===== src/rtl/outctl_pkg.sv =====
`timescale 1ns/1ps
package outctl_pkg;
    localparam int MODE_W = 3;
    localparam int CTL_W  = MODE_W + 2;

    typedef struct packed {
        logic [MODE_W-1:0] mode;
        logic              comp_en;
        logic              main_en;
    } chan_ctl_t;
endpackage


===== src/rtl/outctl_com_detect.sv =====
`timescale 1ns/1ps
module outctl_com_detect (
    input  logic clk,
    input  logic rst_n,
    input  logic com_sw,
    input  logic trig_in,
    input  logic trig_edge_en,
    output logic com_evt,
    output logic com_flag
);
    typedef struct packed {
        logic trig_prev;
        logic flag;
    } det_st_t;

    det_st_t st_d, st_q;
    logic    trig_rise;

    always_comb begin
        st_d           = st_q;
        trig_rise      = trig_in & ~st_q.trig_prev;
        com_evt        = com_sw | (trig_edge_en & trig_rise);
        st_d.trig_prev = trig_in;
        st_d.flag      = com_evt;
    end

    always_ff @(posedge clk or negedge rst_n) begin
        if (!rst_n) st_q <= '0;
        else        st_q <= st_d;
    end

    assign com_flag = st_q.flag;

    // the edge source is deselected and no strobe is given, so no flag follows
    p_sw_only_r6: assert property (@(posedge clk) disable iff (!rst_n)
        (!trig_edge_en && !com_sw) |=> !com_flag);

    // a level held high is not a new edge
    p_held_level_r7: assert property (@(posedge clk) disable iff (!rst_n)
        (!com_sw && trig_in && st_q.trig_prev) |=> !com_flag);

    // the flag lasts one cycle unless a new event arrives
    p_flag_single_r10: assert property (@(posedge clk) disable iff (!rst_n)
        (com_flag && !com_sw && !trig_edge_en) |=> !com_flag);
endmodule


===== src/rtl/outctl_ctl_slice.sv =====
`timescale 1ns/1ps
module outctl_ctl_slice
    import outctl_pkg::*;
(
    input  logic      clk,
    input  logic      rst_n,
    input  logic      wr_en,
    input  chan_ctl_t wr_val,
    input  logic      preload_en,
    input  logic      com_evt,
    output chan_ctl_t pre_ctl,
    output chan_ctl_t act_ctl
);
    typedef struct packed {
        chan_ctl_t pre;
        chan_ctl_t act;
    } slice_st_t;

    slice_st_t st_d, st_q;

    always_comb begin
        st_d = st_q;
        if (wr_en) st_d.pre = wr_val;
        if (!preload_en) begin
            if (wr_en) st_d.act = wr_val;
        end else if (com_evt) begin
            st_d.act = st_d.pre;
        end
    end

    always_ff @(posedge clk or negedge rst_n) begin
        if (!rst_n) st_q <= '0;
        else        st_q <= st_d;
    end

    assign pre_ctl = st_q.pre;
    assign act_ctl = st_q.act;

    // a direct write reaches the active copy on the next cycle
    p_direct_write_r3: assert property (@(posedge clk) disable iff (!rst_n)
        (!preload_en && wr_en) |=> (act_ctl == $past(wr_val)));

    // with preloading on and no event, the active copy holds
    p_hold_r4: assert property (@(posedge clk) disable iff (!rst_n)
        (preload_en && !com_evt) |=> $stable(act_ctl));

    // an event copies the pending preload value
    p_transfer_r5: assert property (@(posedge clk) disable iff (!rst_n)
        (preload_en && com_evt && !wr_en) |=> (act_ctl == $past(pre_ctl)));

    // a write in the event cycle is the value transferred
    p_same_cycle_r8: assert property (@(posedge clk) disable iff (!rst_n)
        (preload_en && com_evt && wr_en) |=> (act_ctl == $past(wr_val)));

    // with preloading off, only a write moves the active copy
    p_no_write_hold_r9: assert property (@(posedge clk) disable iff (!rst_n)
        (!preload_en && !wr_en) |=> $stable(act_ctl));
endmodule


===== src/rtl/outctl_shadow.sv =====
`timescale 1ns/1ps
module outctl_shadow
    import outctl_pkg::*;
#(
    parameter int NUM_CH = 4,
    localparam int IMG_W = NUM_CH * CTL_W
) (
    input  logic             clk,
    input  logic             rst_n,
    input  logic             wr_en,
    input  logic [IMG_W-1:0] wr_data,
    input  logic             preload_en,
    input  logic             trig_edge_en,
    input  logic             com_sw,
    input  logic             trig_in,
    output logic [IMG_W-1:0] pre_ctl,
    output logic [IMG_W-1:0] act_ctl,
    output logic             com_flag
);
    logic com_evt;

    outctl_com_detect u_det (
        .clk          (clk),
        .rst_n        (rst_n),
        .com_sw       (com_sw),
        .trig_in      (trig_in),
        .trig_edge_en (trig_edge_en),
        .com_evt      (com_evt),
        .com_flag     (com_flag)
    );

    for (genvar ch = 0; ch < NUM_CH; ch++) begin : g_ch
        chan_ctl_t wr_val, pre_val, act_val;
        assign wr_val = chan_ctl_t'(wr_data[ch*CTL_W +: CTL_W]);

        outctl_ctl_slice u_slice (
            .clk        (clk),
            .rst_n      (rst_n),
            .wr_en      (wr_en),
            .wr_val     (wr_val),
            .preload_en (preload_en),
            .com_evt    (com_evt),
            .pre_ctl    (pre_val),
            .act_ctl    (act_val)
        );

        assign pre_ctl[ch*CTL_W +: CTL_W] = pre_val;
        assign act_ctl[ch*CTL_W +: CTL_W] = act_val;
    end

    // the first cycle after reset shows an all-disabled image
    p_reset_clear_r1: assert property (@(posedge clk)
        $rose(rst_n) |-> (act_ctl == '0 && pre_ctl == '0 && !com_flag));
endmodule


===== config.mk =====
export PLATFORM = sky130hd
export DESIGN_NAME = outctl_shadow
export DESIGN_NICKNAME = d
export VERILOG_FILES = /design/src/rtl/outctl_pkg.sv /design/src/rtl/outctl_com_detect.sv /design/src/rtl/outctl_ctl_slice.sv /design/src/rtl/outctl_shadow.sv
export SDC_FILE = /design/constraint.sdc
export NUM_CORES = 1
export LEC_CHECK = 0
export BUFFER_PORTS_ARGS = -buffer_cell sky130_fd_sc_hd__buf_2
export CAP_MARGIN = 15
export CORE_UTILIZATION = 35
export CTS_CLUSTER_DIAMETER = 200
export CTS_CLUSTER_SIZE = 30
export DETAILED_ROUTE_END_ITERATION = 10
export GPL_ROUTABILITY_DRIVEN = 0
export GPL_TIMING_DRIVEN = 0
export PLACE_DENSITY_LB_ADDON = 0.05
export SETUP_SLACK_MARGIN = 0.02
export SYNTH_ARGS = -nofsm -noshare
export SYNTH_HDL_FRONTEND = slang
export SYNTH_HIERARCHICAL = 1
export SYNTH_SLANG_ARGS = --single-unit
export TNS_END_PERCENT = 1

===== constraint.sdc =====
create_clock -name clk -period 2 [get_ports clk]
set_input_delay 0.1 -clock clk [delete_from_list [all_inputs] [get_ports clk]]
set_output_delay 0.1 -clock clk [all_outputs]
set_load 0.03 [all_outputs]

==> results of run 1 <==
through the flow:
stage               std cells  setup TNS (ns)  hold slack, ns
floorplan                 192               0          -0.196
global placement          329          -10.41           0.222
detailed placement        330               0           0.223
CTS                       340               0          0.0242
global route              340               0          0.0387
finish                    340               0          0.0320
critical path, stage by stage:
cell and delay, ns:
dlygate4sd3_1 0.52, buf_2 0.10, nand2_1 0.05, o21bai_2 0.34, buf_16 0.21, nor2b_2 0.05
buf_6 0.13, o21ai_1 0.13, o211ai_1 0.11
layout make-up:
class	count	share of cell area (%)
clock buffers	7	3.47
multi-input cells	122	28.6
plain buffers	8	3.62
inverters	20	3.02
repair buffers	70	15.4
flip-flops and latches	42	42.2
well taps	70	3.52
clock inverters	1	0.201
cell usage in the layout, fill, tap and decap left out:
master and count:
o21ai_1 8, dfrtp_1 42, and4b_1 8, buf_6 8
nor2_1 4, o21bai_2 1, nand2_1 29, buf_2 67
clkbuf_8 6, clkinv_2 1, a21oi_1 8, nand3_1 12
o211ai_1 20, buf_16 1, and2b_2 4, inv_1 20
o21ai_2 4, nor2b_2 4, o21ai_0 20, dlygate4sd3_1 2
clkbuf_1 1
what timing repair did:
item	4_1_cts	5_1_grt
hold endpoints to repair	43	0
endpoints found under the setup margin	0	0
hold buffers	2	0
flip-flops by register name (all words and copies together), names as in the netlist:
register              count
g_ch.u_slice/act_ctl     20
g_ch.u_slice/pre_ctl     20
u_det/com_flag            1
u_det/st_q                1
per-layer routing:
layer  vias to the layer above  GRT usage, %  wire, µm
met5                         -             0         0
met4                         0          5.77        57
met3                         6          4.31       243
met2                        45          25.0      1980
met1                       752          22.5      2030
li1                        820             -         -
power breakdown:
| group | switching, mW | total (mW) | internal, mW |
|---|---|---|---|
| logic | 0.346 | 0.517 | 0.171 |
| clock network | 0.290 | 0.569 | 0.279 |
| registers | 0.0600 | 0.999 | 0.939 |
| total | 0.696 | 2.09 | 1.39 |
cell usage after synthesis:
cell,count
o21ai_2,4
nor2_1,4
and2b_2,4
nand2_1,29
buf_6,8
o21ai_0,20
nand3_1,12
inv_1,20
o211ai_1,20
a21oi_1,8
nor2b_2,4
and4b_1,8
o21bai_1,1
dfrtp_1,42
o21ai_1,8
worst min-delay path by stage:
stage / startpoint / end / slack, ns / cells after the start
global route: wr_data[16] / g_ch[3].u_slice/pre_ctl[1]$_DFF_PN0_ / 0.04 / 3
finish: wr_data[16] / g_ch[3].u_slice/pre_ctl[1]$_DFF_PN0_ / 0.03 / 3
global placement: trig_in / u_det/st_q[1]$_DFF_PN0_ / 0.22 / 1
CTS: wr_data[16] / g_ch[3].u_slice/pre_ctl[1]$_DFF_PN0_ / 0.02 / 3
floorplan: rst_n / g_ch[0].u_slice/act_ctl[0]$_DFFE_PN0P_ / -0.20 / 0
detailed placement: trig_in / u_det/st_q[1]$_DFF_PN0_ / 0.22 / 1
cells by family (layout without fill, tap and decap cells):
| logic type | after synthesis | count (layout) | share of synthesized area (%) |
|---|---|---|---|
| buffers and inverters | 28 | 106 | 8.59 |
| AND/OR/NAND/NOR | 61 | 61 | 17.4 |
| AO/OA/AOI/OAI | 61 | 61 | 19.4 |
| flip-flops | 42 | 42 | 54.7 |
==> impl_metrics.py, run 1 <==
metrics = {
    "drt": {
        "route.detailed.drc": 0,
        "vias_per_cell": 4.77,
        "ant_nets": 0,
        "firstDrtPassIters": 4,
        "wl_per_cell_um": 12.7,
        "routed_wl_mm": 4.31,
        "drtIter0Drc": 92,
        "vias": 1623,
    },
    "floorplan": {
        "ios": 68,
        "num_rows": 26,
        "coreArea_um2": 5200,
        "die_h_um": 76.1,
        "dieArea_um2": 5800,
        "initial_core_util_pct": 36.9,
        "die_x_um": 76.1,
    },
    "logic_synthesis": {
        "synth_top_area_share_pct": 54.7,
        "avgSynthCellArea_um2": 10.0,
        "netlist_instances": 192,
        "synth_area_leaders": "dfrtp_1 55%, o211ai_1 7.8%, nand2_1 5.7%",
        "netlist_area_um2": 1920,
        "ys_ff_latch": 42,
        "ys_warn_count": 6,
        "synth_cell_types": 15,
        "syn_nets": 219,
        "synth_area_leader_cell": "dfrtp_1",
        "ys_seq_area_share_pct": 54.7,
    },
    "global_routing": {
        "antenna_found_initial": 0,
        "grt-ovfl-total": 0,
        "grt_pass1_vias": 1544,
        "track_usage_pct": 16.4,
        "grt_max_degree": 43,
        "grt_pass1_wl_mm": 7.49,
    },
    "clocking": {
        "clkSlewWorstSetupHoldPaths_ns": 0.08,
        "clkSinkCount": 42,
        "cts_buffers": 5,
        "clock_path_buffers": 2,
        "htree_levels": 2,
        "post_cts_resized": 0,
        "cts_tree": "done",
        "cts_root_buf": "clkbuf_8",
        "clkLatencyLatePin_ns": 0.29,
        "cts_setup_buffers": 0,
    },
    "job": {
        "max_cap_viol_count": 0,
    },
    "timing": {
        "fin_crit_sh_pct": 79.0,
        "drv_slew": 0,
        "finalHoldViolCount": 0,
        "finalSetupViolCount": 0,
        "period_needed_ns": 1.58,
        "max_slew_margin_pct": 37.1,
        "rsz0062_at_grt": "no",
        "skew_ns": 0.00542,
        "max_freq_ghz": 0.633,
        "setup_ws_ns": 0.420,
        "worst_pin_slew_ns": 0.943,
    },
    "critical_path": {
        "ff2ff_path_depth": 6,
        "cp-endpoint": "g_ch[3].u_slice/act_ctl[3]$_DFFE_PN0P_",
        "ff2ff_setup_slack_ns": 0.49,
        "arrival_ns": 1.75,
        "r2r-end": "g_ch[3].u_slice/act_ctl[3]$_DFFE_PN0P_",
        "required_ns": 2.17,
        "start_kind": "input port",
        "crit_start": "trig_in",
        "path_max_fanout": 20,
        "path_class": "in2reg",
        "worstReg2RegStart": "u_det/st_q[1]$_DFF_PN0_",
        "end_kind": "register",
    },
    "status": {
        "status": "complete, no violations",
    },
    "placement": {
        "dpl.hpwl_mm": 2.95,
        "io_buffers": 67,
        "pre_cts_ws_ns": 0.493,
        "dpl_cell_area_um2": 2380,
    },
    "layout": {
        "diodes": 0,
        "drive_above_1_share_pct": 35.6,
        "final_area_um2": 2490,
        "multi_input_area_um2": 711,
        "n_fill_cell": 521,
        "layout-area-overhead-vs-synth_pct": 29.4,
        "ff_latch_area_um2": 1050,
        "fin_nets": 296,
        "finish.utilization_pct": 47.8,
    },
    "pwr": {
        "irDropWorstVdd_v": 0.000352,
        "p_leak_nw": 1.23,
        "power_mw": 2.09,
        "p_per_area_nw_per_um2": 838,
    },
    "hold_path": {
        "hp-class": "in2reg",
    },
}
Power figures use the tool's default switching activity.
==> run 2: changes to the inputs <==
--- a/config.mk
+++ b/config.mk
@@ -5,6 +5,7 @@
 export SDC_FILE = /design/constraint.sdc
 export NUM_CORES = 1
 export LEC_CHECK = 0
+export ABC_AREA = 1
 export BUFFER_PORTS_ARGS = -buffer_cell sky130_fd_sc_hd__buf_2
 export CAP_MARGIN = 15
 export CORE_UTILIZATION = 35
==> constraint.sdc (replaced) <==
create_clock -name clk -period 1.3 [get_ports clk]
set_input_delay 0.065 -clock clk [delete_from_list [all_inputs] [get_ports clk]]
set_output_delay 0.065 -clock clk [all_outputs]
set_load 0.03 [all_outputs]
==> run 2 against run 1 <==
Effect of this change: clock power is 37% higher; worst hold slack worse by 0.015 ns; critical path depth is 2 lower; wire length hardly changed; global-route usage is 0.31 points higher; die area is 4.3% lower; combinational power is 63% higher; sequential share of layout area is 2.3 points higher; synthesized cell count is 9.4% higher; clock skew is 0.0017 ns lower; non-clock buffer count is 5 lower; flip-flop and latch count stayed put.
==> impl_metrics.py, run 2 <==
metrics = {
    "layout": {
        "drive_above_1_share_pct": 35.0,
        "layout-area-overhead-vs-synth_pct": 28.5,
        "multi_input_area_um2": 694,
        "fin_nets": 313,
        "diodes": 0,
        "layout_common_cells": "67 x nand2_1, 67 x buf_2, 61 x nand3_1",
        "n_fill_cell": 556,
        "ff_latch_area_um2": 1050,
    },
    "logic_synthesis": {
        "async_flop_share_pct": 100,
        "avgSynthCellArea_um2": 8.75,
        "synthFlopType": "dfrtp_1",
        "ys_ff_latch": 42,
        "synth_area_leaders": "dfrtp_1 57%, nand3_1 17%, nand2_1 14%",
        "synth_top_area_share_pct": 57.2,
        "synth_area_leader_cell": "dfrtp_1",
        "syn_nets": 237,
        "netlist_instances": 210,
        "netlist_area_um2": 1840,
        "yosys.cell_count.top_type": "nand2_1",
        "synth_commonest_cells": "69 x nand2_1, 61 x nand3_1, 42 x dfrtp_1, 20 x nand2_2, 14 x inv_1",
        "ys_seq_area_share_pct": 57.2,
        "ys_warn_count": 6,
        "synth_cell_types": 6,
        "synth_edf_count": 0,
    },
    "floorplan": {
        "die_x_um": 74.5,
        "die_h_um": 74.5,
        "ios": 68,
        "initial_core_util_pct": 36.2,
        "coreArea_um2": 5070,
        "num_rows": 26,
        "dieArea_um2": 5550,
    },
    "clocking": {
        "clkLatencyLatePin_ns": 0.29,
        "clkSlewWorstSetupHoldPaths_ns": 0.07,
        "htree_levels": 2,
        "cts_root_buf": "clkbuf_8",
        "cts_setup_buffers": 0,
        "clock_path_buffers": 2,
        "cts_buffers": 5,
        "clkSinkCount": 42,
        "cts_tree": "done",
    },
    "critical_path": {
        "max_stage_delay_ns": 0.36,
        "critPathTopFamily": "simple AND/OR/NAND/NOR gates",
        "ff2ff_setup_slack_ns": 0.08,
        "worstReg2RegStart": "u_det/st_q[1]$_DFF_PN0_",
        "end_kind": "register",
        "crit_slowest_cell": "dfrtp_1",
        "path_class": "reg2reg",
        "start_kind": "register",
        "cp_num_buf_inv": 2,
        "required_ns": 1.52,
        "crit_chain": "inv_1, nand3_1, nand2_1, nand2_1, inv_2, nand2_1, nand3_1",
        "path_max_fanout": 6,
        "ff2ff_path_depth": 7,
        "arrival_ns": 1.45,
        "r2r-end": "g_ch[3].u_slice/act_ctl[4]$_DFFE_PN0P_",
        "path_common_cell": "nand2_1",
    },
    "drt": {
        "vias_per_cell": 4.58,
        "ant_nets": 0,
        "route.detailed.drc": 0,
        "routed_wl_mm": 4.31,
        "wl_per_cell_um": 12.1,
        "drtIter0Drc": 78,
        "vias": 1632,
        "firstDrtPassIters": 4,
    },
    "pwr": {
        "p_per_area_nw_per_um2": 1340,
        "irDropWorstVdd_v": 0.000620,
        "p_leak_nw": 1.30,
    },
    "timing": {
        "fin_tns_setup_ns": 0,
        "worst_pin_slew_ns": 0.949,
        "finalSetupViolCount": 0,
        "skew_ns": 0.00370,
        "max_slew_margin_pct": 36.7,
        "period_needed_ns": 1.22,
        "fin_crit_sh_pct": 93.9,
        "max_freq_ghz": 0.819,
        "setup_ws_ns": 0.0789,
        "rsz0062_at_grt": "yes",
        "drv_slew": 0,
        "finalHoldViolCount": 0,
    },
    "placement": {
        "io_buffers": 67,
        "dpl.hpwl_mm": 3.17,
        "pre_cts_ws_ns": 0.0512,
    },
    "global_routing": {
        "antenna_found_initial": 0,
        "grt_max_degree": 43,
        "track_usage_pct": 16.7,
        "grt_pass1_vias": 1507,
        "grt-ovfl-total": 0,
        "grt_pass1_wl_mm": 7.02,
    },
    "status": {
        "status": "complete, no violations",
    },
    "hold_path": {
        "hold_depth": 3,
        "hp-class": "in2reg",
        "hp-start": "wr_data[15]",
        "whs_endpoint": "g_ch[3].u_slice/pre_ctl[0]$_DFF_PN0_",
    },
    "job": {
        "max_cap_viol_count": 0,
    },
}
==> run 2: changes by cell type in the layout (fill, tap and decap cells not counted), moves of 8 or more <==
| cell | delta |
|---|---|
| nand3_1 | +49 |
| nand2_1 | +38 |
| nand2_2 | +22 |
| o211ai_1 | -20 |
| o21ai_0 | -20 |
| a21oi_1 | -8 |
| and4b_1 | -8 |
| inv_1 | -8 |
| o21ai_1 | -8 |
==> run 2: cell families (layout without fill, tap and decap cells) <==
family                 Yosys count  after routing  synth area share, %
buffers and inverters           18             94                 5.31
and+or+nand+nor                150            150                 37.5
DFF                             42             42                 57.2
==> run 2: layer usage <==
| metal | vias to the layer above | track usage (%) | share of wire, % |
|---|---|---|---|
| li1 | 834 | - | - |
| met1 | 748 | 22.7 | 49 |
| met2 | 45 | 25.2 | 45 |
| met3 | 5 | 4.61 | 5.4 |
| met4 | 0 | 6.50 | 0.97 |
| met5 | - | 0 | 0 |
==> run 2: worst max-delay path by stage <==
stage | depth (start not counted) | startpoint | end
5_1_grt | 7 | u_det/st_q[1]$_DFF_PN0_ | g_ch[3].u_slice/act_ctl[2]$_DFFE_PN0P_
2_1_floorplan | 7 | u_det/st_q[1]$_DFF_PN0_ | g_ch[0].u_slice/act_ctl[0]$_DFFE_PN0P_
4_1_cts | 7 | u_det/st_q[1]$_DFF_PN0_ | g_ch[3].u_slice/act_ctl[4]$_DFFE_PN0P_
3_3_place_gp | 7 | u_det/st_q[1]$_DFF_PN0_ | g_ch[3].u_slice/act_ctl[4]$_DFFE_PN0P_
3_5_place_dp | 7 | u_det/st_q[1]$_DFF_PN0_ | g_ch[3].u_slice/act_ctl[1]$_DFFE_PN0P_
6_report | 7 | u_det/st_q[1]$_DFF_PN0_ | g_ch[3].u_slice/act_ctl[4]$_DFFE_PN0P_
==> run 2: per-stage QoR <==
step	util, %	instance area [µm²]	cells	total power, mW	hold slack (ns)
after floorplan	-	1840	210	2.10	-0.231
after detailed placement	44.6	2260	347	2.40	0.190
final	46.5	2360	356	3.15	0.0168
after global placement	44.6	2260	347	2.40	0.189
after CTS	46.4	2360	356	3.21	0.00532
after global routing	46.5	2360	356	3.35	0.0137
==> run 2: cell type report <==
class,count,area share [%]
buffer,4,1.91
clock buffer,7,3.23
inverter,14,2.22
multi-input combinational,150,29.4
sequential,42,44.5
tap,70,3.71
timing repair buffer,69,15.0
==> run 2: power by group <==
| part | leakage [nW] | switching (mW) | internal [mW] | total [mW] |
|---|---|---|---|---|
| Clock | 0.0383 | 0.412 | 0.370 | 0.782 |
| Combinational | 0.752 | 0.595 | 0.247 | 0.842 |
| Sequential | 0.512 | 0.0765 | 1.45 | 1.53 |
| Total | 1.30 | 1.08 | 2.07 | 3.15 |
==> run 2: what timing repair did <==
item | CTS | global route
hold endpoints to repair | 43 | 0
resized for setup | 0 | 4
endpoints found under the setup margin | 0 | 19
hold buffers | 2 | 0
==> run 2: worst reg2reg max path: cells and delay by family (launching register included) <==
kind | cells | cell delay (ns)
buffers and inverters | 2 | 0.21
flip-flops | 1 | 0.36
AND/OR/NAND/NOR | 5 | 0.60
